==> config.mk <==
export PLATFORM = sky130hd
export DESIGN_NAME = spk_unit
export DESIGN_NICKNAME = d
export VERILOG_FILES = /design/src/rtl/spk_pkg.sv /design/src/rtl/spk_mem.sv /design/src/rtl/spk_ctrl.sv /design/src/rtl/spk_update.sv /design/src/rtl/spk_unit.sv
export SDC_FILE = /design/constraint.sdc
export NUM_CORES = 1
export LEC_CHECK = 0
export BUFFER_PORTS_ARGS = -buffer_cell sky130_fd_sc_hd__buf_2
export CAP_MARGIN = 10
export CORE_MARGIN = 2
export CORE_UTILIZATION = 55
export DETAILED_ROUTE_END_ITERATION = 12
export GPL_ROUTABILITY_DRIVEN = 0
export PLACE_DENSITY = 0.8
export SLEW_MARGIN = 20
export SYNTH_ARGS = -nofsm -noshare
export SYNTH_HDL_FRONTEND = slang
export SYNTH_HIERARCHICAL = 1
export SYNTH_SLANG_ARGS = --single-unit
==> constraint.sdc <==
create_clock -name clk -period 3.5 [get_ports clk]
set_input_delay 0.35 -clock clk [delete_from_list [all_inputs] [get_ports clk]]
set_output_delay 0.35 -clock clk [all_outputs]
set_load 0.02 [all_outputs]
==> src/rtl/spk_pkg.sv <==
`timescale 1ns/1ps
package spk_pkg;

  typedef enum logic [1:0] {
    MODE_LIF  = 2'd0,
    MODE_STDP = 2'd1,
    MODE_DLY  = 2'd2,
    MODE_OFF  = 2'd3
  } mode_e;

  typedef enum logic [2:0] {
    ST_IDLE  = 3'd0,
    ST_SW_RD = 3'd1,
    ST_SW_WR = 3'd2,
    ST_EV_RD = 3'd3,
    ST_EV_WR = 3'd4
  } phase_e;

  // subtract the shifted field, at least one, floor at zero
  function automatic logic [3:0] leak4(input logic [3:0] f, input int sh);
    logic [3:0] d;
    d = f >> sh;
    if (d == 4'd0) d = 4'd1;
    return (f == 4'd0) ? 4'd0 : f - d;
  endfunction

endpackage

==> src/rtl/spk_mem.sv <==
`timescale 1ns/1ps
module spk_mem #(
  parameter int ADDR_W = 4,
  parameter int WORD_W = 12,
  localparam int DEPTH = 1 << ADDR_W
) (
  input  logic              clk,
  input  logic              we,
  input  logic [ADDR_W-1:0] addr,
  input  logic [WORD_W-1:0] wdata,
  output logic [WORD_W-1:0] q
);

  logic [WORD_W-1:0] ram [DEPTH];

  always_ff @(posedge clk) begin
    if (we) ram[addr] <= wdata;
    q <= ram[addr];
  end

endmodule

==> src/rtl/spk_ctrl.sv <==
`timescale 1ns/1ps
module spk_ctrl
  import spk_pkg::*;
#(
  parameter int ADDR_W = 4
) (
  input  logic              clk,
  input  logic              rst,
  input  logic              tick,
  input  logic              ev_valid,
  input  logic [ADDR_W-1:0] ev_addr,
  input  logic              ev_post,
  input  logic              cfg_we,
  input  logic              cfg_re,
  input  logic [ADDR_W-1:0] cfg_addr,
  output logic [ADDR_W-1:0] mem_addr,
  output logic              mem_we,
  output logic              sel_cfg,
  output logic              upd_tick,
  output logic              upd_post,
  output logic              wr_phase,
  output logic              busy,
  output logic              cfg_rvalid
);

  localparam logic [ADDR_W-1:0] LAST = {ADDR_W{1'b1}};

  phase_e            st;
  logic [ADDR_W-1:0] idx;
  logic              post_q;

  always_ff @(posedge clk) begin
    if (rst) begin
      st         <= ST_IDLE;
      idx        <= '0;
      post_q     <= 1'b0;
      cfg_rvalid <= 1'b0;
    end else begin
      cfg_rvalid <= (st == ST_IDLE) && cfg_re;
      case (st)
        ST_IDLE: begin
          if (cfg_we || cfg_re) begin
            st <= ST_IDLE;
          end else if (tick) begin
            st  <= ST_SW_RD;
            idx <= '0;
          end else if (ev_valid) begin
            st     <= ST_EV_RD;
            idx    <= ev_addr;
            post_q <= ev_post;
          end
        end
        ST_SW_RD: st <= ST_SW_WR;
        ST_SW_WR: begin
          if (idx == LAST) begin
            st <= ST_IDLE;
          end else begin
            idx <= idx + 1'b1;
            st  <= ST_SW_RD;
          end
        end
        ST_EV_RD: st <= ST_EV_WR;
        ST_EV_WR: st <= ST_IDLE;
        default:  st <= ST_IDLE;
      endcase
    end
  end

  always_comb begin
    sel_cfg  = (st == ST_IDLE);
    busy     = (st != ST_IDLE);
    upd_tick = (st == ST_SW_WR);
    upd_post = post_q;
    wr_phase = (st == ST_SW_WR) || (st == ST_EV_WR);
    if (st == ST_IDLE) begin
      mem_addr = cfg_addr;
      mem_we   = cfg_we;
    end else begin
      mem_addr = idx;
      mem_we   = wr_phase;
    end
  end

endmodule

==> src/rtl/spk_update.sv <==
`timescale 1ns/1ps
module spk_update
  import spk_pkg::*;
#(
  parameter int AUXW      = 2,
  parameter int THRESH    = 12,
  parameter int REFR      = 2,
  parameter int SHIFT_CUR = 2,
  parameter int SHIFT_MEM = 2,
  parameter int SHIFT_WIN = 1,
  parameter int PSC_STEP  = 4,
  localparam int WW       = AUXW + 10
) (
  input  logic [WW-1:0] cur,
  input  logic          is_tick,
  input  logic          post,
  output logic [WW-1:0] nxt,
  output logic          fire
);

  localparam logic [4:0]      THR5  = 5'(THRESH);
  localparam logic [4:0]      STEP5 = 5'(PSC_STEP);
  localparam logic [AUXW-1:0] ONE_A = AUXW'(1);

  mode_e           mode;
  logic [AUXW-1:0] aux, n_aux;
  logic [7:0]      s, n_s;
  logic [3:0]      hi, lo, vn, wl;
  logic [4:0]      sum, ps;

  always_comb begin
    mode  = mode_e'(cur[WW-1 -: 2]);
    aux   = cur[8 +: AUXW];
    s     = cur[7:0];
    hi    = s[7:4];
    lo    = s[3:0];
    n_s   = s;
    n_aux = aux;
    fire  = 1'b0;
    sum   = '0;
    ps    = '0;
    vn    = '0;
    wl    = '0;
    case (mode)
      MODE_LIF: begin
        if (is_tick) begin
          sum      = {1'b0, leak4(hi, SHIFT_MEM)} + {1'b0, lo};
          vn       = sum[4] ? 4'hF : sum[3:0];
          n_s[3:0] = leak4(lo, SHIFT_CUR);
          if (aux != '0) begin
            n_s[7:4] = 4'd0;
            n_aux    = aux - ONE_A;
          end else if ({1'b0, vn} >= THR5) begin
            fire     = 1'b1;
            n_s[7:4] = 4'd0;
            n_aux    = AUXW'(REFR);
          end else begin
            n_s[7:4] = vn;
          end
        end else if (aux == '0 && !post) begin
          ps       = {1'b0, lo} + STEP5;
          n_s[3:0] = ps[4] ? 4'hF : ps[3:0];
        end
      end
      MODE_STDP: begin
        if (is_tick) begin
          wl       = leak4({1'b0, s[6:4]}, SHIFT_WIN);
          n_s[6:4] = wl[2:0];
          n_s[3]   = 1'b0;
        end else begin
          if (s[6:4] != 3'd0 && post != s[7]) begin
            if (!s[7]) n_s[2:0] = (s[2:0] == 3'd7) ? 3'd7 : s[2:0] + 3'd1;
            else       n_s[2:0] = (s[2:0] == 3'd0) ? 3'd0 : s[2:0] - 3'd1;
            n_s[6:4] = 3'd0;
          end else begin
            n_s[7]   = post;
            n_s[6:4] = 3'd7;
          end
          if (!post) n_s[3] = 1'b1;
        end
      end
      MODE_DLY: begin
        if (is_tick) begin
          if (aux[0]) begin
            if (hi == 4'hF) begin
              n_aux[0] = 1'b0;
            end else begin
              n_s[7:4] = hi + 4'd1;
              fire     = ((hi + 4'd1) == lo);
            end
          end
        end else if (!post) begin
          n_s[7:4] = 4'd0;
          n_aux[0] = 1'b1;
        end else if (lo < hi) begin
          n_s[3:0] = lo + 4'd1;
        end else if (lo > hi) begin
          n_s[3:0] = lo - 4'd1;
        end
      end
      default: ;
    endcase
    nxt = {cur[WW-1 -: 2], n_aux, n_s};
  end

endmodule

==> src/rtl/spk_unit.sv <==
`timescale 1ns/1ps
module spk_unit #(
  parameter int ADDR_W     = 4,
  parameter int REFR_TICKS = 2,
  parameter int THRESH     = 12,
  parameter int SHIFT_CUR  = 2,
  parameter int SHIFT_MEM  = 2,
  parameter int SHIFT_WIN  = 1,
  parameter int PSC_STEP   = 4,
  localparam int AUXW      = (REFR_TICKS < 2) ? 1 : $clog2(REFR_TICKS + 1),
  localparam int WORD_W    = AUXW + 10
) (
  input  logic              clk,
  input  logic              rst,
  input  logic              tick,
  input  logic              ev_valid,
  input  logic [ADDR_W-1:0] ev_addr,
  input  logic              ev_post,
  input  logic              cfg_we,
  input  logic              cfg_re,
  input  logic [ADDR_W-1:0] cfg_addr,
  input  logic [WORD_W-1:0] cfg_wdata,
  output logic [WORD_W-1:0] cfg_rdata,
  output logic              cfg_rvalid,
  output logic              spk_valid,
  output logic [ADDR_W-1:0] spk_addr
);

  logic [ADDR_W-1:0] mem_addr;
  logic              mem_we;
  logic [WORD_W-1:0] mem_wdata, mem_q, upd_word;
  logic              sel_cfg, upd_tick, upd_post, wr_phase, busy, fire;

  spk_ctrl #(.ADDR_W(ADDR_W)) u_ctrl (
    .clk(clk), .rst(rst), .tick(tick), .ev_valid(ev_valid),
    .ev_addr(ev_addr), .ev_post(ev_post), .cfg_we(cfg_we),
    .cfg_re(cfg_re), .cfg_addr(cfg_addr), .mem_addr(mem_addr),
    .mem_we(mem_we), .sel_cfg(sel_cfg), .upd_tick(upd_tick),
    .upd_post(upd_post), .wr_phase(wr_phase), .busy(busy),
    .cfg_rvalid(cfg_rvalid)
  );

  spk_mem #(.ADDR_W(ADDR_W), .WORD_W(WORD_W)) u_mem (
    .clk(clk), .we(mem_we), .addr(mem_addr), .wdata(mem_wdata), .q(mem_q)
  );

  spk_update #(
    .AUXW(AUXW), .THRESH(THRESH), .REFR(REFR_TICKS),
    .SHIFT_CUR(SHIFT_CUR), .SHIFT_MEM(SHIFT_MEM), .SHIFT_WIN(SHIFT_WIN),
    .PSC_STEP(PSC_STEP)
  ) u_upd (
    .cur(mem_q), .is_tick(upd_tick), .post(upd_post),
    .nxt(upd_word), .fire(fire)
  );

  assign mem_wdata = sel_cfg ? cfg_wdata : upd_word;
  assign cfg_rdata = mem_q;

  always_ff @(posedge clk) begin
    if (rst) begin
      spk_valid <= 1'b0;
      spk_addr  <= '0;
    end else begin
      spk_valid <= wr_phase && fire;
      spk_addr  <= mem_addr;
    end
  end

endmodule

==> out/results.txt <==
Final Critical Period - 3350 ps
Cell Rows - 49
Synth warn - 6
DRC viols - 0
Final setup skew - 6.91 ps
Crit share post-route - 95.7%
Initial antenna violation count - 0
Post-Syn Area - 9980 sq um
Non-Filler Instances - 966
Worst r2r src - u_mem/q[4]$_DFF_P_
Clock Path Buffers - 3
Routed WL per cell - 24.7 um
Final wirelength - 23,800 um
Die ar. - 19,200 sq um
Post-synthesis sequential area ratio - 63.0%
Initial drt markers - 884
Hold Fails Final Rpt - 0
Slew HR - 51.5%
Power after layout - 7160 uW
Clk slew on worst S/H paths - 60 ps
Critical path fanouts, max - 16
Slew @ Worst Pin - 717 ps
CP Capture Type - register
Most frequent cell after synthesis - edfxtp_1
R2r endpoint - u_mem/ram[10][5]$_DFFE_PP_
Yosys reg bits - 218
WP data required - 3740 ps
Number of global-route vias before repair - 6,159
Drt pass-1 iters - 5
Pwr dens - 625 nW/um^2
Pin count of the biggest net entering global routing - 38
Reg2reg setup slack - 150 ps
Depth of the worst hold-timing path - 3
Setup tns final - 0 ps
Final nets - 776
Synth top area share - 57.8%
R2r worst-path depth - 12
Worst-path cell with the longest stage delay - fa_1
Fin util - 63.9%
IO Pins - 45
Post-CTS setup repair buffer count - 0
CORE AREA - 17,900 sq um
Most used DFF post-synth - edfxtp_1
VDD IR-drop max - 594 uV
Area delta synth->final - 14.6%
Leading area contributor after synthesis - edfxtp_1
Cell Chain, Critical Path - inv_1, ha_1, fa_1, nand3_1, o21ai_1, ha_1, a21oi_1, a21oi_1, nor3_2, nor3_1, o32a_1, mux2_4
Clock Sinks - 218
Cells after Synth - 643
Mean Syn Cell Area - 15.5 sq um
Syn Nets - 699
Hold Crit Start - ev_post
Die height - 139 um
Crit path launch type - register
Post-synth EDFFs - 192
Detailed placer's ending HPWL - 15,600 um
Fmax - 299 MHz
Slowest stage delay, CP - 430 ps
Largest cells by area after synthesis - edfxtp_1, mux4_2, dfxtp_1
Critical path class - register to register
Worst Hold Endpoint - u_ctrl/upd_post$_SDFFE_PP0P_
Run status - completed
Clock Root Buffer - clkbuf_16
TritonCTS clock tree - done
DP Cell Count - 924
Total global routing overflow - 0
Final setup margin - 152 ps
P_leak - 0.00409 uW
Distinct cell type count after synthesis - 67
Worst EP arrival - 3590 ps
Slew Limit Fails - 0
GRT Total Usage - 24.7%
Hold WC Path Type - input port to register
Via Count - 6,366
Share of cells above drive strength 1 - 26.6%
I/O Buffers - 44
Clock Latency Late Sink - 520 ps
H-tree depth - 1
Initial core utilization - 55.8%
# setup viols final - 0
Max-cap viol count - 0
ANT nets after route - 0
Post-Place Worst Slack - 83.3 ps
First-pass GRT wire length - 36,500 um
Diode count - 0
Num CTS Buffers - 23
Most instantiated cells after synthesis - edfxtp_1, mux4_2, nor2_1, nand2_1
Via density per instance - 6.59
Die X - 139 um
Asr flop ratio synth - 0%
## sequential cells by signal, summed over array words and instances (netlist names)
signal	count
u_ctrl/cfg_rvalid	1
spk_addr	4
u_ctrl/idx	4
u_mem/q	12
spk_valid	1
u_mem/ram	192
u_ctrl/upd_post	1
u_ctrl/st	3
## cell families after synthesis
group,synth area share [%]
multiplexers,14.0
XOR/XNOR,0.702
flip-flops,63.0
adder cells (fa/ha/maj),3.94
AO/OA/AOI/OAI,7.68
buffers and inverters,2.93
AND/OR/NAND/NOR,7.77
## per-layer routing
| metal | wire length [um] | vias to the layer above | track usage [%] | share of wire [%] |
|---|---|---|---|---|
| met2 | 12100 | 387 | 42.6 | 51 |
| met4 | 641 | 0 | 6.33 | 2.7 |
| li1 | - | 2715 | - | - |
| met1 | 9180 | 3196 | 33.2 | 38 |
| met5 | 0 | - | 0 | 0 |
| met3 | 1960 | 68 | 3.94 | 8.2 |
## stage by stage
stage               area (sq um)  hold WS, ps
floorplan                   9990          422
global placement           10600          493
detailed placement         10600          496
CTS                        11400         66.5
global route               11400         87.9
finish                     11400         84.9
## report_power, final
group	internal, uW	leakage (uW)	switching (uW)
Clock	1510	0.000389	1000
Combinational	610	0.00175	940
Sequential	3010	0.00195	83.7
## cell type report
cell class                      count  area, sq um
Fill cell                        1199         6460
Sequential cell                   218         6290
Clock inverter                     18          210
Tap cell                          229          287
Multi-Input combinational cell    366         3440
Inverter                           24         90.1
Timing Repair Buffer               87          556
Clock buffer                       24          579
## worst max-delay path, delay by kind of cell (launching register included)
kind                     cells  cell delay, ps
flip-flops                   1             330
adder cells (fa/ha/maj)      3            1040
multiplexers                 1             350
AO/OA/AOI/OAI                4             780
AND/OR/NAND/NOR              3             480
buffers and inverters        1             100
## what timing repair did
action                                  4_1_cts  5_1_grt
hold buffers                                  0        0
resized for setup                             0        3
endpoints found under the setup margin        0       64
## placed cells by master, fill, tap and decap left out, types with 7 or more instances in the layout
master	synthesis	routed
a211oi_1	10	10
a21oi_1	17	17
a22oi_1	26	26
buf_2	6	44
buf_4	3	42
clkbuf_16	0	23
dfxtp_1	26	26
edfxtp_1	192	192
ha_1	25	24
inv_1	21	21
mux2_2	8	7
mux2_4	10	11
mux4_1	10	10
mux4_2	38	38
nand2_1	30	30
nand3_1	13	13
nor2_1	37	37
nor2b_1	9	9
nor3_1	17	12
nor3b_1	7	7
o21ai_0	24	23
## worst max path at each step
stage	startpoint	end	slack [ps]	cells after the start
after detailed placement	u_mem/q[4]$_DFF_P_	u_mem/ram[13][5]$_DFFE_PP_	80	11
after global placement	u_mem/q[4]$_DFF_P_	u_mem/ram[13][5]$_DFFE_PP_	340	12
after CTS	u_mem/q[4]$_DFF_P_	u_mem/ram[7][5]$_DFFE_PP_	50	11
after floorplan	u_mem/q[6]$_DFF_P_	u_mem/ram[0][5]$_DFFE_PP_	50	14
after global routing	u_mem/q[4]$_DFF_P_	u_mem/ram[1][5]$_DFFE_PP_	-0.4	12
final	u_mem/q[4]$_DFF_P_	u_mem/ram[10][5]$_DFFE_PP_	150	12
No activity file was read; power rests on OpenSTA's default activity.
